--- src/rtl/bwmac_pkg.sv ---
package bwmac_pkg;
  localparam int unsigned ACT_W   = 4;
  localparam int unsigned ACC_W   = 10;
  localparam int unsigned NUM_PIX = 4;

  typedef enum logic {
    WGT_NEG = 1'b0,
    WGT_POS = 1'b1
  } wgt_e;
endpackage

--- src/rtl/bwmac_sign_sel.sv ---
module bwmac_sign_sel #(
  parameter int unsigned ACT_W  = 4,
  localparam int unsigned PROD_W = ACT_W + 1
) (
  input  logic [ACT_W-1:0]         act_i,
  input  logic                     wgt_i,
  output logic signed [PROD_W-1:0] prod_o
);
  import bwmac_pkg::*;

  logic signed [PROD_W-1:0] act_ext;
  assign act_ext = $signed({1'b0, act_i});

  // binary weight: keep or negate, no multiplier
  always_comb begin
    if (wgt_e'(wgt_i) == WGT_POS) prod_o = act_ext;
    else                          prod_o = -act_ext;
  end
endmodule

--- src/rtl/bwmac_lane.sv ---
module bwmac_lane #(
  parameter int unsigned ACT_W = 4,
  parameter int unsigned ACC_W = 10,
  localparam int unsigned PROD_W = ACT_W + 1,
  localparam int unsigned SUM_W  = ACC_W + 1
) (
  input  logic                    clk_i,
  input  logic                    rst_ni,
  input  logic                    fire_i,
  input  logic                    clear_i,
  input  logic [ACT_W-1:0]        act_a_i,
  input  logic                    wgt_a_i,
  input  logic [ACT_W-1:0]        act_b_i,
  input  logic                    wgt_b_i,
  output logic signed [ACC_W-1:0] acc_o
);
  logic signed [PROD_W-1:0] prod_a, prod_b;
  logic signed [SUM_W-1:0]  sum;
  logic signed [ACC_W-1:0]  acc_q, acc_d;
  logic                     ovf;

  bwmac_sign_sel #(.ACT_W(ACT_W)) u_sel_a (.act_i(act_a_i), .wgt_i(wgt_a_i), .prod_o(prod_a));
  bwmac_sign_sel #(.ACT_W(ACT_W)) u_sel_b (.act_i(act_b_i), .wgt_i(wgt_b_i), .prod_o(prod_b));

  // one guard bit covers the per-beat increment (|inc| < 2**(ACC_W-1))
  assign sum = SUM_W'(acc_q) + SUM_W'(prod_a) + SUM_W'(prod_b);
  assign ovf = sum[SUM_W-1] ^ sum[SUM_W-2];

  always_comb begin
    if (ovf) acc_d = {sum[SUM_W-1], {(ACC_W-1){~sum[SUM_W-1]}}};
    else     acc_d = sum[ACC_W-1:0];
  end

  always_ff @(posedge clk_i or negedge rst_ni) begin
    if (!rst_ni)      acc_q <= '0;
    else if (clear_i) acc_q <= '0;
    else if (fire_i)  acc_q <= acc_d;
  end

  assign acc_o = acc_q;
endmodule

--- src/rtl/bwmac_channel.sv ---
module bwmac_channel #(
  parameter int unsigned ACT_W   = bwmac_pkg::ACT_W,
  parameter int unsigned ACC_W   = bwmac_pkg::ACC_W,
  parameter int unsigned NUM_PIX = bwmac_pkg::NUM_PIX,
  localparam int unsigned PATCH_W = NUM_PIX * ACT_W,
  localparam int unsigned RES_W   = NUM_PIX * ACC_W
) (
  input  logic               clk_i,
  input  logic               rst_ni,
  input  logic               a_valid_i,
  output logic               a_ready_o,
  input  logic               a_wgt_i,
  input  logic [PATCH_W-1:0] a_act_i,
  input  logic               b_valid_i,
  output logic               b_ready_o,
  input  logic               b_wgt_i,
  input  logic [PATCH_W-1:0] b_act_i,
  input  logic               clear_i,
  input  logic               drain_i,
  output logic               res_valid_o,
  output logic [RES_W-1:0]   res_o
);
  logic             fire;
  logic [RES_W-1:0] acc_flat;
  logic [RES_W-1:0] res_q;
  logic             res_valid_q;

  // a beat needs both input channels at once; clear blocks it
  assign a_ready_o = b_valid_i & ~clear_i;
  assign b_ready_o = a_valid_i & ~clear_i;
  assign fire      = a_valid_i & b_valid_i & ~clear_i;

  for (genvar k = 0; k < NUM_PIX; k++) begin : g_lane
    logic signed [ACC_W-1:0] lane_acc;
    bwmac_lane #(.ACT_W(ACT_W), .ACC_W(ACC_W)) u_lane (
      .clk_i   (clk_i),
      .rst_ni  (rst_ni),
      .fire_i  (fire),
      .clear_i (clear_i),
      .act_a_i (a_act_i[k*ACT_W +: ACT_W]),
      .wgt_a_i (a_wgt_i),
      .act_b_i (b_act_i[k*ACT_W +: ACT_W]),
      .wgt_b_i (b_wgt_i),
      .acc_o   (lane_acc)
    );
    assign acc_flat[k*ACC_W +: ACC_W] = lane_acc;
  end

  always_ff @(posedge clk_i or negedge rst_ni) begin
    if (!rst_ni) begin
      res_q       <= '0;
      res_valid_q <= 1'b0;
    end else begin
      res_valid_q <= drain_i;
      if (drain_i) res_q <= acc_flat;
    end
  end

  assign res_o       = res_q;
  assign res_valid_o = res_valid_q;
endmodule

--- config.mk ---
export PLATFORM = sky130hd
export DESIGN_NAME = bwmac_channel
export DESIGN_NICKNAME = d
export VERILOG_FILES = /design/src/rtl/bwmac_pkg.sv /design/src/rtl/bwmac_sign_sel.sv /design/src/rtl/bwmac_lane.sv /design/src/rtl/bwmac_channel.sv
export SDC_FILE = /design/constraint.sdc
export NUM_CORES = 1
export LEC_CHECK = 0
export ABC_AREA = 1
export BUFFER_PORTS_ARGS = -buffer_cell sky130_fd_sc_hd__buf_4
export CAP_MARGIN = 10
export CELL_PAD_IN_SITES_DETAIL_PLACEMENT = 1
export CELL_PAD_IN_SITES_GLOBAL_PLACEMENT = 1
export CORE_UTILIZATION = 44
export DETAILED_ROUTE_END_ITERATION = 8
export GPL_TIMING_DRIVEN = 1
export PLACE_DENSITY_LB_ADDON = 0.1
export SETUP_SLACK_MARGIN = 0.1
export SYNTH_ARGS = -nofsm -noshare
export SYNTH_HDL_FRONTEND = slang
export SYNTH_SLANG_ARGS = --single-unit
--- constraint.sdc ---
create_clock -name clk_i -period 3.55 [get_ports clk_i]
set_input_delay 0.5325 -clock clk_i [delete_from_list [all_inputs] [get_ports clk_i]]
set_output_delay 0.5325 -clock clk_i [all_outputs]
set_load 0.02 [all_outputs]
=== Word level (Yosys, flattened, before mapping) ===
Cells that the tools add are included.

* Register bits: 81
* Bits of input ports: 40
* Output and inout bits: 43
* Logic and storage cells: 56

* Add/subtract/negate cells: 16
* Muxes and demuxes: 20
* Bitwise gates (word level): 13
* Reduce and logical (&&, ||, !) cells: 1

{| class="wikitable"
|+ Operators by type and width
! operator !! count
|-
| 10-bit 2-to-1 mux || 12
|-
| 10-bit by 5-bit adder with 11-bit output || 4
|-
| 11-bit by 5-bit adder with 11-bit output || 4
|-
| 5-bit 2-to-1 mux || 8
|-
| 4-bit negator with 5-bit output || 8
|-
| 1-bit inverter || 5
|-
| 1-bit bitwise AND || 4
|-
| 1-bit XOR || 4
|-
| 2-bit nonzero test || 1
|}

=== Longest topological paths before layout ===
Gate-level depths: netlist of run 1.

* Depth in word-level cells: 8
* Gate-level depth with buffers: 21
* Gate-level depth less buffers: 21

=== Hierarchy ===
A second synthesis of run 1 with hierarchy kept.

* Cell total of the unflattened synthesis: 913
* Area, all modules: 7089.3 µm²

{| class="wikitable"
|+ Modules (own cells, without submodules)
! module !! times used !! cells each !! area an instance (µm²)
|-
| bwmac_lane at g_lane[0].u_lane ... || 2 || 148 || 1122.3
|-
| bwmac_channel || 1 || 177 || 1652.8
|-
| bwmac_lane at g_lane[1].u_lane || 1 || 148 || 1194.9
|-
| bwmac_lane at g_lane[3].u_lane || 1 || 148 || 1176.1
|-
| bwmac_sign_sel || 8 || 18 || 102.6
|}

=== Least setup slack after synthesis of run 1 ===
Ideal clock, no wire load.

* Path kind: input to register
* From: in b_act_i[4]
* To: reg g_lane[1].u_lane.acc_q[0]
* Setup time: 0.117 ns
* Data arrival time: 3.195 ns
* Setup slack: 0.239 ns
* Cell stages on the path: 15
* Cells stage by stage: inv_1 ha_1 a21oi_1 fa_1 ha_1 nand2_1 inv_1 a21oi_1 nand3_1 nand2_2 nand2_4 nor2_4 nor2_8 nand2_1 nand2_1

* Longest elaborated chain between the ends: 7
* Elaborated cells on any way between the ends: 8

{| class="wikitable"
|+ Ends and longest elaborated chain
! element !! RTL line !! text
|-
| start, declared || bwmac_channel.sv:17 || <nowiki>input logic [PATCH_W-1:0] b_act_i,</nowiki>
|-
| 4-bit negator with 5-bit output || bwmac_sign_sel.sv:17 || <nowiki>else prod_o = -act_ext;</nowiki>
|-
| 5-bit 2-to-1 mux * || bwmac_sign_sel.sv:16 || <nowiki>if (wgt_e'(wgt_i) == WGT_POS) prod_o = act_ext;</nowiki>
|-
| 11-bit by 5-bit adder with 11-bit output * || bwmac_lane.sv:26 || <nowiki>assign sum = SUM_W'(acc_q) + SUM_W'(prod_a) + SUM_W'(prod_b);</nowiki>
|-
| 1-bit XOR or 1-bit inverter (tied branches) || bwmac_lane.sv:27, bwmac_lane.sv:30 ||
|-
| 10-bit 2-to-1 mux * || bwmac_lane.sv:30 || <nowiki>if (ovf) acc_d = {sum[SUM_W-1], {(ACC_W-1){~sum[SUM_W-1]}}};</nowiki>
|-
| 10-bit 2-to-1 mux * || bwmac_lane.sv:37 || <nowiki>else if (fire_i) acc_q <= acc_d;</nowiki>
|-
| 10-bit 2-to-1 mux * || bwmac_lane.sv:36 || <nowiki>else if (clear_i) acc_q <= '0;</nowiki>
|-
| end signal, assigned || bwmac_lane.sv:35 || <nowiki>if (!rst_ni) acc_q <= '0;</nowiki>
|-
| end signal, assigned || bwmac_lane.sv:36 ||
|-
| end signal, assigned || bwmac_lane.sv:37 ||
|-
| end, declared || bwmac_lane.sv:19 || <nowiki>logic signed [ACC_W-1:0] acc_q, acc_d;</nowiki>
|}

Mark *: on every way between the ends. The rest lies on a longest branch, timed or not. The select of a mux whose other input is x is not followed.
A chain may end at the register's enable or synchronous reset.

=== Worst setup path after layout of run 1 ===
* From: in a_act_i[9]
* To: reg g_lane[2].u_lane.acc_q[3]

* Longest elaborated chain between the ends: 8
* Elaborated cells on any way between the ends: 9

{| class="wikitable"
|+ Ends and longest elaborated chain
! element !! RTL line !! text
|-
| start, declared || bwmac_channel.sv:13 || <nowiki>input logic [PATCH_W-1:0] a_act_i,</nowiki>
|-
| 4-bit negator with 5-bit output || bwmac_sign_sel.sv:17 ||
|-
| 5-bit 2-to-1 mux * || bwmac_sign_sel.sv:16 ||
|-
| 10-bit by 5-bit adder with 11-bit output * || bwmac_lane.sv:26 ||
|-
| 11-bit by 5-bit adder with 11-bit output * || bwmac_lane.sv:26 ||
|-
| 1-bit XOR or 1-bit inverter (tied branches) || bwmac_lane.sv:27, bwmac_lane.sv:30 ||
|-
| 10-bit 2-to-1 mux * || bwmac_lane.sv:30 ||
|-
| 10-bit 2-to-1 mux * || bwmac_lane.sv:37 ||
|-
| 10-bit 2-to-1 mux * || bwmac_lane.sv:36 ||
|-
| end signal, assigned || bwmac_lane.sv:35 ||
|-
| end signal, assigned || bwmac_lane.sv:36 ||
|-
| end signal, assigned || bwmac_lane.sv:37 ||
|-
| end, declared || bwmac_lane.sv:19 ||
|}

Marked as above.

==> flow_metrics.env, run 1 <==
export IMPL_status="complete, no violations"
export IMPL_synth_nets=970
export IMPL_crit_start="a_act_i[9]"
export IMPL_setup_viol=0
export IMPL_netlist_area_um2=6780
export IMPL_ys_ff_latch=81
export IMPL_cp_top_family="adder cells"
export IMPL_dieArea_um2=15900
export IMPL_antenna_cells=0
export IMPL_r2r_end="g_lane[3].u_lane.acc_o[5]$_DFFE_PN0P_"
export IMPL_max_freq_ghz=0.311
export IMPL_start_util_pct=44.8
export IMPL_grt_antenna_before_repair=0
export IMPL_gp_congestion=0.875
export IMPL_worst_pin_slew_ns=0.858
export IMPL_htree_levels=3
export IMPL_via_per_inst=5.12
export IMPL_clk_path_buf_depth=2
export IMPL_critPathBufInv=6
export IMPL_cp_depth=21
export IMPL_grt_pass1_vias=6279
export IMPL_route_final_wire_length_um=18000
export IMPL_r2r_start="g_lane[3].u_lane.acc_o[1]$_DFFE_PN0P_"
export IMPL_area_growth_pct=17.7
export IMPL_ios=83
export IMPL_drtIter0Drc=174
export IMPL_finalCriticalPeriod_ns=3.21
export IMPL_n_fill_cell=1855
export IMPL_p_per_area_nw_per_um2=819
export IMPL_layout_setup_ws_ns=0.340
export IMPL_drc_errors=0
export IMPL_die_w_um=126
export IMPL_crit_end="g_lane[2].u_lane.acc_o[3]$_DFFE_PN0P_"
export IMPL_die_h_um=126
export IMPL_routedWlPerCell_um=15.9
export IMPL_yosysSeqAreaShare_pct=29.9
export IMPL_rsz0062_at_grt="true"
export IMPL_crit_arrival_ns=3.44
export IMPL_layout_drive_gt1_share_pct=18.8
export IMPL_grt_pass1_wl_um=30600
export IMPL_clk_pin_slew_ns=0.07
export IMPL_fin_crit_sh_pct=90.4
export IMPL_syn_area_per_cell_um2=8.05
export IMPL_cts_sinks=81
export IMPL_core_area_um2=15100
export IMPL_cts_tree="done"
export IMPL_synthCells=842
export IMPL_grt_max_degree=62
export IMPL_finalSetupTns_ns=0
export IMPL_required_ns=3.78
export IMPL_portBuffers=82
export IMPL_fin_skew_ns=0.00717
export IMPL_vias=5777
export IMPL_cts_buffers=9
export IMPL_slowest_delay_ns=0.47
export IMPL_r2r_setup_slack_ns=0.74
export IMPL_hold_viol=0
export IMPL_mostFrequentLayoutCell="nand2_1"
export IMPL_worstSetupPathType="in2reg"
export IMPL_cp_start_kind="primary input"
export IMPL_rr_worst_depth=18
export IMPL_core_rowCount=45
export IMPL_grtUsageTotal_pct=24.3
export IMPL_first_pass_iters=4
export IMPL_report_final_slew_viol_count=0
export IMPL_hp_class="in2async"
export IMPL_p_leak_nw=4.42
export IMPL_setup_worst_path_end_class="flop"
export IMPL_cts_setup_buffers=0
export IMPL_layout_common_cells="nand2_1, inv_1, buf_4"
export IMPL_clock_root_buffer="clkbuf_16"
export IMPL_ys_warn_count=0
export IMPL_crit_path_max_fanout=9
export IMPL_slowest_stage="fa_1"
export IMPL_grt_ovfl_total=0
export IMPL_max_cap_viol_count=0
export IMPL_worstPathCellList="buf_4, inv_1, ha_1, o21ai_0, fa_1, inv_1, ha_1, inv_1, fa_1, inv_1, nand3_1, nand2_1, nand2_1, nand2_1, nand2_1, nand2_1, inv_2, nand2_2, nand3_1, nand2_1, nand2_1"
export IMPL_slew_headroom_pct=42.8
export IMPL_hpwl_um=13900
export IMPL_clock_latency_ns=0.34
export IMPL_max_vdd_ir_drop_uv=301
export IMPL_cpMostUsedCell="nand2_1"
export IMPL_yosys_cell_types_count=28
export IMPL_ant_nets=0
export IMPL_final_nets=1064
export IMPL_dpl_worst_slack_ns=-0.0738
[stage by stage]
stage               area, µm²  power [mW]  std cells  hold WS [ns]  util, %
detailed placement       7680        5.56       1113         0.466     50.7
global placement         7680        5.39       1113         0.466     50.7
global route             7980        7.14       1129         0.353     52.7
floorplan                6780        4.42        842         0.237        -
CTS                      7980        6.58       1129         0.325     52.7
finish                   7980        6.53       1129         0.297     52.7
[routing by layer]
layer  track usage, %  vias up  part of all wire (%)
met5                0        -                     0
met4             7.02        0                   1.6
met3             2.72       21                   2.7
met2             42.9      109                    50
met1             31.3     2828                    46
li1                 -     2819                     -
[area by class of cell]
type	instances	area, µm²	area share, %
clock inverters	5	55.1	0.690
multi-input cells	609	4180	52.4
clock buffers	11	243	3.04
inverters	139	522	6.54
flip-flops and latches	81	2030	25.4
repair buffers	96	721	9.03
well taps	188	235	2.95
[cell usage after synthesis]
cell type	count	area share, %
nor2_8	4	1.2
a21oi_1	43	3.2
nand3_2	5	0.74
nor2_4	4	0.66
mux2_2	25	4.2
ha_1	44	8.1
clkbuf_1	8	0.44
buf_1	2	0.11
nand3b_1	4	0.44
nor3_1	1	0.074
nand2_1	237	13
fa_1	44	13
nor2_1	46	2.5
nand3_1	63	4.7
a31oi_1	7	0.65
nand2_2	12	1.1
dfrtp_1	81	30
xor2_1	17	2.2
xnor2_1	22	2.8
nand4_2	2	0.37
o21ai_0	12	0.89
inv_2	6	0.33
buf_2	3	0.22
nand4_1	6	0.55
o22ai_1	3	0.28
nor2_2	6	0.55
nand2_4	2	0.33
inv_1	133	7.4
[kinds of logic after synthesis]
logic type	after synthesis	synth area share [%]
multiplexers	25	4.15
XOR/XNOR	39	5.04
adder cells (fa/ha/maj)	88	21.1
buffers and inverters	152	8.47
AO/OA/AOI/OAI	65	4.98
AND/OR/NAND/NOR	392	26.3
flip-flops	81	29.9
[sequential cells by signal, indices dropped and copies added, names as in the netlist]
register,count
g_lane.u_lane.acc_o,40
res_o,40
res_valid_o,1
[worst min-delay path by stage]
stage	to	slack, ns	cells after the start
floorplan	g_lane[0].u_lane.acc_o[0]$_DFFE_PN0P_	0.24	0
global placement	g_lane[3].u_lane.acc_o[3]$_DFFE_PN0P_	0.47	2
detailed placement	g_lane[3].u_lane.acc_o[3]$_DFFE_PN0P_	0.47	2
CTS	res_o[33]$_DFFE_PN0P_	0.32	1
global route	res_o[34]$_DFFE_PN0P_	0.35	1
finish	res_o[34]$_DFFE_PN0P_	0.30	1
[power breakdown]
group          leakage, nW  internal (mW)  switching (mW)  total (mW)
Clock                0.142          0.563           0.404       0.967
Combinational         3.20           1.61            2.53        4.14
Sequential            1.08           1.20           0.225        1.43
[what timing repair did]
item / 4_1_cts / 5_1_grt
hold buffers: 0 / 0
setup endpoints to repair: 0 / 22
resized for setup: 0 / 5
(Power assumes the default switching activity.)
==> inputs of run 2 (changes only) <==
Settings changed: REMOVE_ABC_BUFFERS from default to 1.
==> run 2 against run 1 <==
First-iteration DRC count grew 32%; register-to-register slack worse by 0.06 ns; critical path depth is the same; via count up 0.54%; routed wire length about the same; cell area increased by 0.13%; hold slack improved by 0.042 ns; clock power barely moved; sequential share of layout area about the same; total power is 0.47% higher; final cell count decreased by 0.18%; critical endpoint is now g_lane[3].u_lane.acc_o[6]$_DFFE_PN0P_.
==> flow_metrics.env, run 2 (synthesis gave the netlist of run 1 again) <==
export IMPL_crit_arrival_ns=3.46
export IMPL_cp_start_kind="primary input"
export IMPL_cts_resized=0
export IMPL_setup_viol=0
export IMPL_gp_congestion=0.865
export IMPL_r2r_start="g_lane[3].u_lane.acc_o[1]$_DFFE_PN0P_"
export IMPL_crit_path_max_fanout=9
export IMPL_worstPathCellList="buf_4, inv_1, ha_1, o21ai_0, fa_1, inv_1, ha_1, inv_1, fa_1, inv_1, nand3_1, nand2_1, nand2_1, nand2_1, nand2_1, nand2_1, inv_2, nor2_4, nor2_8, nand2_1, nand2_1"
export IMPL_crit_start="a_act_i[12]"
export IMPL_ant_nets=0
export IMPL_dieArea_um2=15900
export IMPL_clock_power_share_pct=14.7
export IMPL_via_per_inst=5.15
export IMPL_cts_sinks=81
export IMPL_grt_ovfl_total=0
export IMPL_hp_class="in2async"
export IMPL_p_per_area_nw_per_um2=821
export IMPL_grtUsageTotal_pct=24.1
export IMPL_p_leak_nw=4.42
export IMPL_worstSetupPathType="in2reg"
export IMPL_drtIter0Drc=229
export IMPL_cts_setup_buffers=0
export IMPL_seq_power_share_pct=21.8
export IMPL_p_int_mw=3.41
export IMPL_first_pass_iters=4
export IMPL_seq_area_um2=2030
export IMPL_cp_depth=21
export IMPL_htree_levels=3
export IMPL_hold_viol=0
export IMPL_max_vdd_ir_drop_uv=389
export IMPL_n_fill_cell=1834
export IMPL_layout_common_cells="nand2_1, inv_1, buf_4"
export IMPL_portBuffers=82
export IMPL_max_cap_viol_count=0
export IMPL_cts_tree="done"
export IMPL_cts_buffers=9
export IMPL_core_rowCount=45
export IMPL_vias=5808
export IMPL_core_area_um2=15100
export IMPL_clk_path_buf_depth=2
export IMPL_ios=83
export IMPL_critPathBufInv=6
export IMPL_slowest_stage="fa_1"
export IMPL_worst_pin_slew_ns=1.02
export IMPL_slew_headroom_pct=32.0
export IMPL_switching_power_mw=3.16
export IMPL_grt_antenna_before_repair=0
export IMPL_grt_util_met1_pct=28.1
export IMPL_hpwl_um=13700
export IMPL_layout_drive_gt1_share_pct=18.5
export IMPL_clk_pin_slew_ns=0.06
export IMPL_cp_top_family="adder cells"
export IMPL_grt_util_met3_pct=3.40
export IMPL_drc_errors=0
export IMPL_multi_input_area_um2=4200
export IMPL_cts_hold_buf=0
export IMPL_top_usage_layer="met2"
export IMPL_grt_max_degree=77
export IMPL_status="complete, no violations"
export IMPL_rr_worst_depth=18
export IMPL_area_growth_pct=17.9
export IMPL_fin_total_pwr_mw=6.56
export IMPL_dpl_worst_slack_ns=-0.124
export IMPL_required_ns=3.78
export IMPL_swShare_pct=48.1
export IMPL_antenna_cells=0
export IMPL_max_freq_ghz=0.310
export IMPL_start_util_pct=44.8
export IMPL_combPwrFrac_pct=63.5
export IMPL_clock_latency_ns=0.35
export IMPL_setup_worst_path_end_class="flop"
export IMPL_rsz0062_at_grt="true"
export IMPL_grt_pass1_wl_um=30300
export IMPL_finalCriticalPeriod_ns=3.23
export IMPL_r2r_end="g_lane[3].u_lane.acc_o[6]$_DFFE_PN0P_"
export IMPL_crit_end="g_lane[3].u_lane.acc_o[6]$_DFFE_PN0P_"
export IMPL_clock_root_buffer="clkbuf_16"
export IMPL_final_nets=1063
export IMPL_route_final_wire_length_um=18000
export IMPL_layout_setup_ws_ns=0.323
export IMPL_die_w_um=126
export IMPL_fin_crit_sh_pct=90.9
export IMPL_slowest_delay_ns=0.45
export IMPL_die_h_um=126
export IMPL_use_met2_pct=45.2
export IMPL_routedWlPerCell_um=16.0
export IMPL_grt_pass1_vias=6372
export IMPL_fin_skew_ns=0.00906
export IMPL_cpMostUsedCell="nand2_1"
export IMPL_mostFrequentLayoutCell="nand2_1"
export IMPL_report_final_slew_viol_count=0
export IMPL_r2r_setup_slack_ns=0.68
==> run 2: cell count changes in the layout (fill, tap and decap cells not counted) <==
| cell | change |
|---|---|
| buf_4 | -1 |
| clkbuf_1 | +1 |
| clkbuf_8 | +1 |
| clkinv_2 | -2 |
| clkinvlp_4 | -1 |
| nand2_2 | -2 |
| nand2_4 | +2 |
| nand3_2 | -1 |
| nand3_4 | +1 |
==> run 2: how the worst min path moves through the flow <==
stage,start,to,slack [ns],depth (start not counted)
2_1_floorplan,rst_ni,g_lane[0].u_lane.acc_o[0]$_DFFE_PN0P_,0.24,0
3_3_place_gp,g_lane[1].u_lane.acc_o[3]$_DFFE_PN0P_,g_lane[1].u_lane.acc_o[3]$_DFFE_PN0P_,0.46,2
3_5_place_dp,g_lane[3].u_lane.acc_o[3]$_DFFE_PN0P_,g_lane[3].u_lane.acc_o[3]$_DFFE_PN0P_,0.47,2
4_1_cts,rst_ni,res_o[3]$_DFFE_PN0P_,0.38,1
5_1_grt,rst_ni,res_o[3]$_DFFE_PN0P_,0.43,1
6_report,rst_ni,res_o[3]$_DFFE_PN0P_,0.34,1
==> run 2: final cells by class <==
class,count,area share [%]
inverter,139,6.53
multi-input combinational,609,52.5
sequential,81,25.4
tap,188,2.94
clock inverter,2,0.470
clock buffer,13,3.26
timing repair buffer,95,8.93
==> run 2: power by group through the flow <==
stage / Clock (mW) / Sequential (mW) / Combinational (mW)
global route: 1.01 / 1.47 / 4.67
CTS: 0.980 / 1.44 / 4.18
global placement: 0 / 1.44 / 3.95
finish: 0.968 / 1.43 / 4.17
floorplan: 0 / 1.56 / 2.85
detailed placement: 0 / 1.45 / 4.11
==> run 2: per-layer routing <==
metal	vias up	share of wire [%]	wire length, µm
met5	-	0	0
met4	0	1.9	333
met3	27	2.9	523
met2	89	53	9560
li1	2821	-	-
met1	2871	42	7560
==> run 2: per-stage QoR <==
step	TNS, ns	cell area (µm²)	hold slack [ns]	std cells	util [%]
6_report	0	7990	0.339	1127	52.8
5_1_grt	0	7990	0.434	1127	52.8
4_1_cts	0	7970	0.381	1127	52.6
3_5_place_dp	-1.19	7670	0.466	1112	50.7
3_3_place_gp	-0.191	7670	0.463	1112	50.7
2_1_floorplan	0	6730	0.237	829	-
